File: src/rtl/hex_debug_pkg.sv
package hex_debug_pkg;
  localparam int DIGIT_BITS = 4;
  localparam int NUM_BANKS  = 2;

  // Commands from control to datapath; at most one is active per cycle.
  typedef struct packed {
    logic loadLong;
    logic shiftWord;
    logic blank;
  } dispStrobe_t;
endpackage

File: src/rtl/hex_debug_ctrl.sv
module hex_debug_ctrl
  import hex_debug_pkg::*;
(
  input  logic        clk,
  input  logic        rstN,
  input  logic        sel,
  input  logic        rdEn,
  input  logic        wrEn,
  input  logic        isLong,
  output dispStrobe_t strobe,
  output logic        ack
);
  logic access;
  assign access = sel && (rdEn || wrEn);

  // Read has priority over write when both strobes are present.
  always_comb begin
    strobe = '0;
    if (sel) begin
      if (rdEn)        strobe.blank     = 1'b1;
      else if (wrEn) begin
        if (isLong)    strobe.loadLong  = 1'b1;
        else           strobe.shiftWord = 1'b1;
      end
    end
  end

  always_ff @(posedge clk) begin
    if (!rstN) ack <= 1'b0;
    else       ack <= access;
  end


  strobe_excl_chk: assert property (@(posedge clk) disable iff (!rstN)
    $onehot0({strobe.loadLong, strobe.shiftWord, strobe.blank}));


  ack_follow_chk: assert property (@(posedge clk) disable iff (!rstN)
    (sel && (rdEn || wrEn)) |=> ack);


  ack_idle_chk: assert property (@(posedge clk) disable iff (!rstN)
    !(sel && (rdEn || wrEn)) |=> !ack);
endmodule

File: src/rtl/hex_debug_datapath.sv
module hex_debug_datapath
  import hex_debug_pkg::*;
#(
  parameter int DIGITS = 4,
  localparam int WORD_W = DIGITS * DIGIT_BITS,
  localparam int BUS_W  = NUM_BANKS * WORD_W
) (
  input  logic                             clk,
  input  logic                             rstN,
  input  dispStrobe_t                      strobe,
  input  logic [BUS_W-1:0]                 wrData,
  output logic [NUM_BANKS-1:0][WORD_W-1:0] bankVal,
  output logic [NUM_BANKS-1:0]             bankEn
);
  logic [NUM_BANKS-1:0][WORD_W-1:0] valNext;
  logic [NUM_BANKS-1:0]             enNext;

  for (genvar b = 0; b < NUM_BANKS; b++) begin : g_bank
    always_comb begin
      valNext[b] = bankVal[b];
      enNext[b]  = bankEn[b];
      if (strobe.blank) begin
        enNext[b] = 1'b0;
      end else if (strobe.loadLong) begin
        valNext[b] = wrData[b*WORD_W +: WORD_W];
        enNext[b]  = 1'b1;
      end else if (strobe.shiftWord) begin
        if (b == 0) begin
          valNext[b] = wrData[WORD_W-1:0];
          enNext[b]  = 1'b1;
        end else begin
          valNext[b] = bankVal[(b > 0) ? b-1 : 0];
          enNext[b]  = bankEn[(b > 0) ? b-1 : 0];
        end
      end
    end

    always_ff @(posedge clk) begin
      if (!rstN) begin
        bankVal[b] <= '0;
        bankEn[b]  <= 1'b0;
      end else begin
        bankVal[b] <= valNext[b];
        bankEn[b]  <= enNext[b];
      end
    end
  end


  long_load_chk: assert property (@(posedge clk) disable iff (!rstN)
    strobe.loadLong |=> (bankVal == $past(wrData)) && (&bankEn));


  word_shift_chk: assert property (@(posedge clk) disable iff (!rstN)
    strobe.shiftWord |=> (bankVal[1] == $past(bankVal[0]))
                      && (bankVal[0] == $past(wrData[WORD_W-1:0])));


  word_enable_chk: assert property (@(posedge clk) disable iff (!rstN)
    strobe.shiftWord |=> bankEn[0] && (bankEn[1] == $past(bankEn[0])));


  blank_chk: assert property (@(posedge clk) disable iff (!rstN)
    strobe.blank |=> (bankEn == '0) && $stable(bankVal));


  hold_chk: assert property (@(posedge clk) disable iff (!rstN)
    !(strobe.blank || strobe.loadLong || strobe.shiftWord)
      |=> $stable(bankVal) && $stable(bankEn));
endmodule

File: src/rtl/hex_debug_latch.sv
module hex_debug_latch
  import hex_debug_pkg::*;
(
  input  logic        clk,
  input  logic        rstN,
  input  logic        sel,
  input  logic        rdEn,
  input  logic        wrEn,
  input  logic        isLong,
  input  logic [31:0] wrData,
  output logic [31:0] rdData,
  output logic        ack,
  output logic [15:0] bankLo,
  output logic [15:0] bankHi,
  output logic        dispEnLo,
  output logic        dispEnHi
);
  dispStrobe_t                strobe;
  logic [NUM_BANKS-1:0][15:0] bankVal;
  logic [NUM_BANKS-1:0]       bankEn;

  hex_debug_ctrl u_ctrl (
    .clk    (clk),
    .rstN   (rstN),
    .sel    (sel),
    .rdEn   (rdEn),
    .wrEn   (wrEn),
    .isLong (isLong),
    .strobe (strobe),
    .ack    (ack)
  );

  hex_debug_datapath #(.DIGITS(4)) u_dp (
    .clk     (clk),
    .rstN    (rstN),
    .strobe  (strobe),
    .wrData  (wrData),
    .bankVal (bankVal),
    .bankEn  (bankEn)
  );

  // Reads carry no information
  assign rdData   = '0;
  assign bankLo   = bankVal[0];
  assign bankHi   = bankVal[1];
  assign dispEnLo = bankEn[0];
  assign dispEnHi = bankEn[1];
endmodule

File: config.mk
export PLATFORM = sky130hd
export DESIGN_NAME = hex_debug_latch
export DESIGN_NICKNAME = d
export VERILOG_FILES = /design/src/rtl/hex_debug_pkg.sv /design/src/rtl/hex_debug_ctrl.sv /design/src/rtl/hex_debug_datapath.sv /design/src/rtl/hex_debug_latch.sv
export SDC_FILE = /design/constraint.sdc
export NUM_CORES = 1
export LEC_CHECK = 0
export ABC_CLOCK_PERIOD_IN_PS = 870
export BUFFER_PORTS_ARGS = -buffer_cell sky130_fd_sc_hd__buf_4
export CAP_MARGIN = 0
export CORE_MARGIN = 3
export CORE_UTILIZATION = 39
export CTS_CLUSTER_DIAMETER = 120
export DETAILED_ROUTE_END_ITERATION = 10
export GPL_ROUTABILITY_DRIVEN = 0
export GPL_TIMING_DRIVEN = 0
export PLACE_DENSITY = 0.76
export SETUP_SLACK_MARGIN = 0.4
export SLEW_MARGIN = 20
export SYNTH_ARGS = -nofsm -noshare
export SYNTH_HDL_FRONTEND = slang
export SYNTH_SLANG_ARGS = --single-unit
File: constraint.sdc
create_clock -name clk -period 0.87 [get_ports clk]
set_clock_uncertainty 0.15 [all_clocks]
set_input_delay 0 -clock clk [delete_from_list [all_inputs] [get_ports clk]]
set_output_delay 0 -clock clk [all_outputs]
set_load 0.1 [all_outputs]
==> metrics <==
std cell rows 23; Avg WL per Cell 14.0 µm; Reg2Reg Depth 3; Worst path top cell family by delay flip-flops; Worst path max stage delay 370 ps; CP required 720 ps; status complete, but fails checks; DRC violation total after the first TritonRoute iteration 42; setup TNS -3900 ps; Setup Viol. Count Final 52; Synth Instances 186; Cell Area, Synth 1740 µm²; clock tree sinks 35; post-route setup slack -100 ps; YS warnings 0; area delta synth->final 87.5%; Tmin final 970 ps; I/O pins 105; Setup crit start kind flop; Post-DRT Antenna Nets 0; PortBufs 71; Crit. End Element output port; Critical-path top delay cell dfxtp_4; CTS tree built; Clock Path Buffers 2; Reg clk slew, reported paths 70 ps; post-route DRC violation count 0; initial antenna violation count 0; hold depth 2; H-tree levels 2; non-filler instance count after layout 350; # nets final 337; flop2flop setup slack -100 ps; hold wc startpoint rdEn; synth top area cells dfxtp_1 (40%), buf_4 (14%), nand2_1 (11%), o211a_1 (9.8%), mux2i_1 (9.2%); vias per inst 4.46; worst skew pair latency 270 ps; top-count cell post-synth nand2_1; Die Ht 72.8 µm; core region area 4140 µm²; Synth async-reset ratio 0%; Worst VDD drop 0.855 mV; Routed WL 4910 µm; sequential fraction of the synthesis area 40.3%; r2r startpoint u_dp.bankVal[13]; Worst EP arrival 820 ps; Fmax achieved 1030 MHz; max-cap violations 0; detailed placement HPWL 3340 µm; final hold slack -194 ps; most area-hungry cell type in the Yosys netlist dfxtp_1; Crit. Startpoint u_dp.bankVal[15]; GR Util All Layers 18.9%; Commonest cells post-synth nand2_1 (50), dfxtp_1 (35), buf_4 (33), o211a_1 (17); pwr dens 1440 nW/µm²; vias in the first global route 1,568; R2R Path End u_dp.bankVal[29]; Die ar. 5300 µm²; DP Worst Slack -302 ps; min-delay worst type input port to flop; # fillers 287; max-slew violations 0; Slew @ Worst Pin 525 ps; Leak Pwr 1.63 nW; crit-path cells buf_12; max_slew headroom 65.0%; TritonCTS buffer count 5; failing checks negative hold slack, negative setup slack; CP Class flop to output port; largest net degree at the start of global routing 11; syn avg cell area 9.35 µm²; Yosys cell types 15; Starting Density 42.0%; Hold Path End u_ctrl.ack; most used flip-flop cell after synthesis dfxtp_1; ANT cells 0; Synth Register Bits 35; first-pass GRT wire length 7760 µm; RSZ-0062 raised after global routing true; clk root buf clkbuf_8; Post-synth EDFFs 0; Crit path buffers/inverters 1; DR vias 1,561; period utilisation layout 112%; share of the synthesized area in the top cell type 40.3%; Inst Count DP 338; Die X 72.8 µm; grt total ovfl 0; Hold Fails Final Rpt 35; layout cells sized above 1 57.7%; DR pass1 iterations 4; Crit Path Max Fanout 3
==> sequential cells by signal (all words and copies together), names as in the netlist <==
name and cells:
u_ctrl.ack 1, u_dp.bankEn 2, u_dp.bankVal 32
==> worst reg2reg max path, cell delays in order, from the launching register on <==
cell	delay (ps)
dfxtp_4	360
mux2i_1	160
nand2_1	70
o211a_1	120
==> layout by cell type (no fill, tap or decap), types with 2 or more instances in the layout <==
master and instances:
mux2i_1 16, clkbuf_1 3, nand2_2 9, o211a_1 17
clkbuf_8 5, buf_4 69, buf_8 2, a21boi_2 2
dfxtp_4 35, conb_1 32, nand2_1 41, clkbuf_16 3
clkinv_1 2, buf_6 8, a21boi_1 14, buf_12 35
==> cell families after synthesis <==
group                  after synthesis  share of synthesized area [%]
AO/OA/AOI/OAI                       33                           16.7
buffers and inverters               44                           19.7
flip-flops                          35                           40.3
multiplexers                        16                           9.21
other                                1                          0.216
AND/OR/NAND/NOR                     57                           13.9
==> metrics by stage <==
step / power (mW) / area, µm² / utilization (%)
floorplan: 3.12 / 2010 / -
global placement: 3.40 / 2610 / 63.0
detailed placement: 3.42 / 2610 / 63.0
CTS: 4.71 / 3170 / 76.5
global route: 4.91 / 3260 / 78.7
finish: 4.71 / 3260 / 78.7
==> how the worst max path moves through the flow <==
stage / to / slack (ps) / cells past startpoint
3_3_place_gp: u_dp.bankEn[1] / -310 / 5
3_5_place_dp: u_dp.bankEn[1] / -300 / 5
4_1_cts: bankLo[7] / -100 / 1
2_1_floorplan: u_dp.bankVal[16] / -160 / 3
5_1_grt: u_dp.bankVal[25] / -130 / 3
6_report: bankLo[15] / -100 / 1
==> power breakdown <==
part	switching, mW	internal (mW)	total, mW
clock network	0.520	0.545	1.06
registers	0.0780	1.61	1.69
logic	1.33	0.624	1.95
total	1.93	2.78	4.71
==> what timing repair did <==
item	4_1_cts	5_1_grt
endpoints found under the hold margin	35	35
pin swaps	28	20
resized for setup	111	13
endpoints found under the setup margin	69	69
buffers inserted	2	0
gates cloned	0	2
==> final cells by class <==
type                       count  area (µm²)  area share [%]
timing repair buffer          75        1040            32.0
clock buffer                   6        72.6            2.23
clock inverter                 2        7.51           0.230
multi-input combinational    138         865            26.5
sequential                    35         832            25.5
buffer                        44         378            11.6
tap                           50        62.6            1.92
==> per-layer routing <==
layer,vias up,share of wire (%),global-route usage [%],routed length [µm]
met5,-,0,0,0
met4,0,0.29,3.69,14
met3,2,7.5,4.96,368
met2,61,55,33.8,2690
met1,706,37,22.7,1840
li1,792,-,-,-
(Power assumes the default switching activity.)
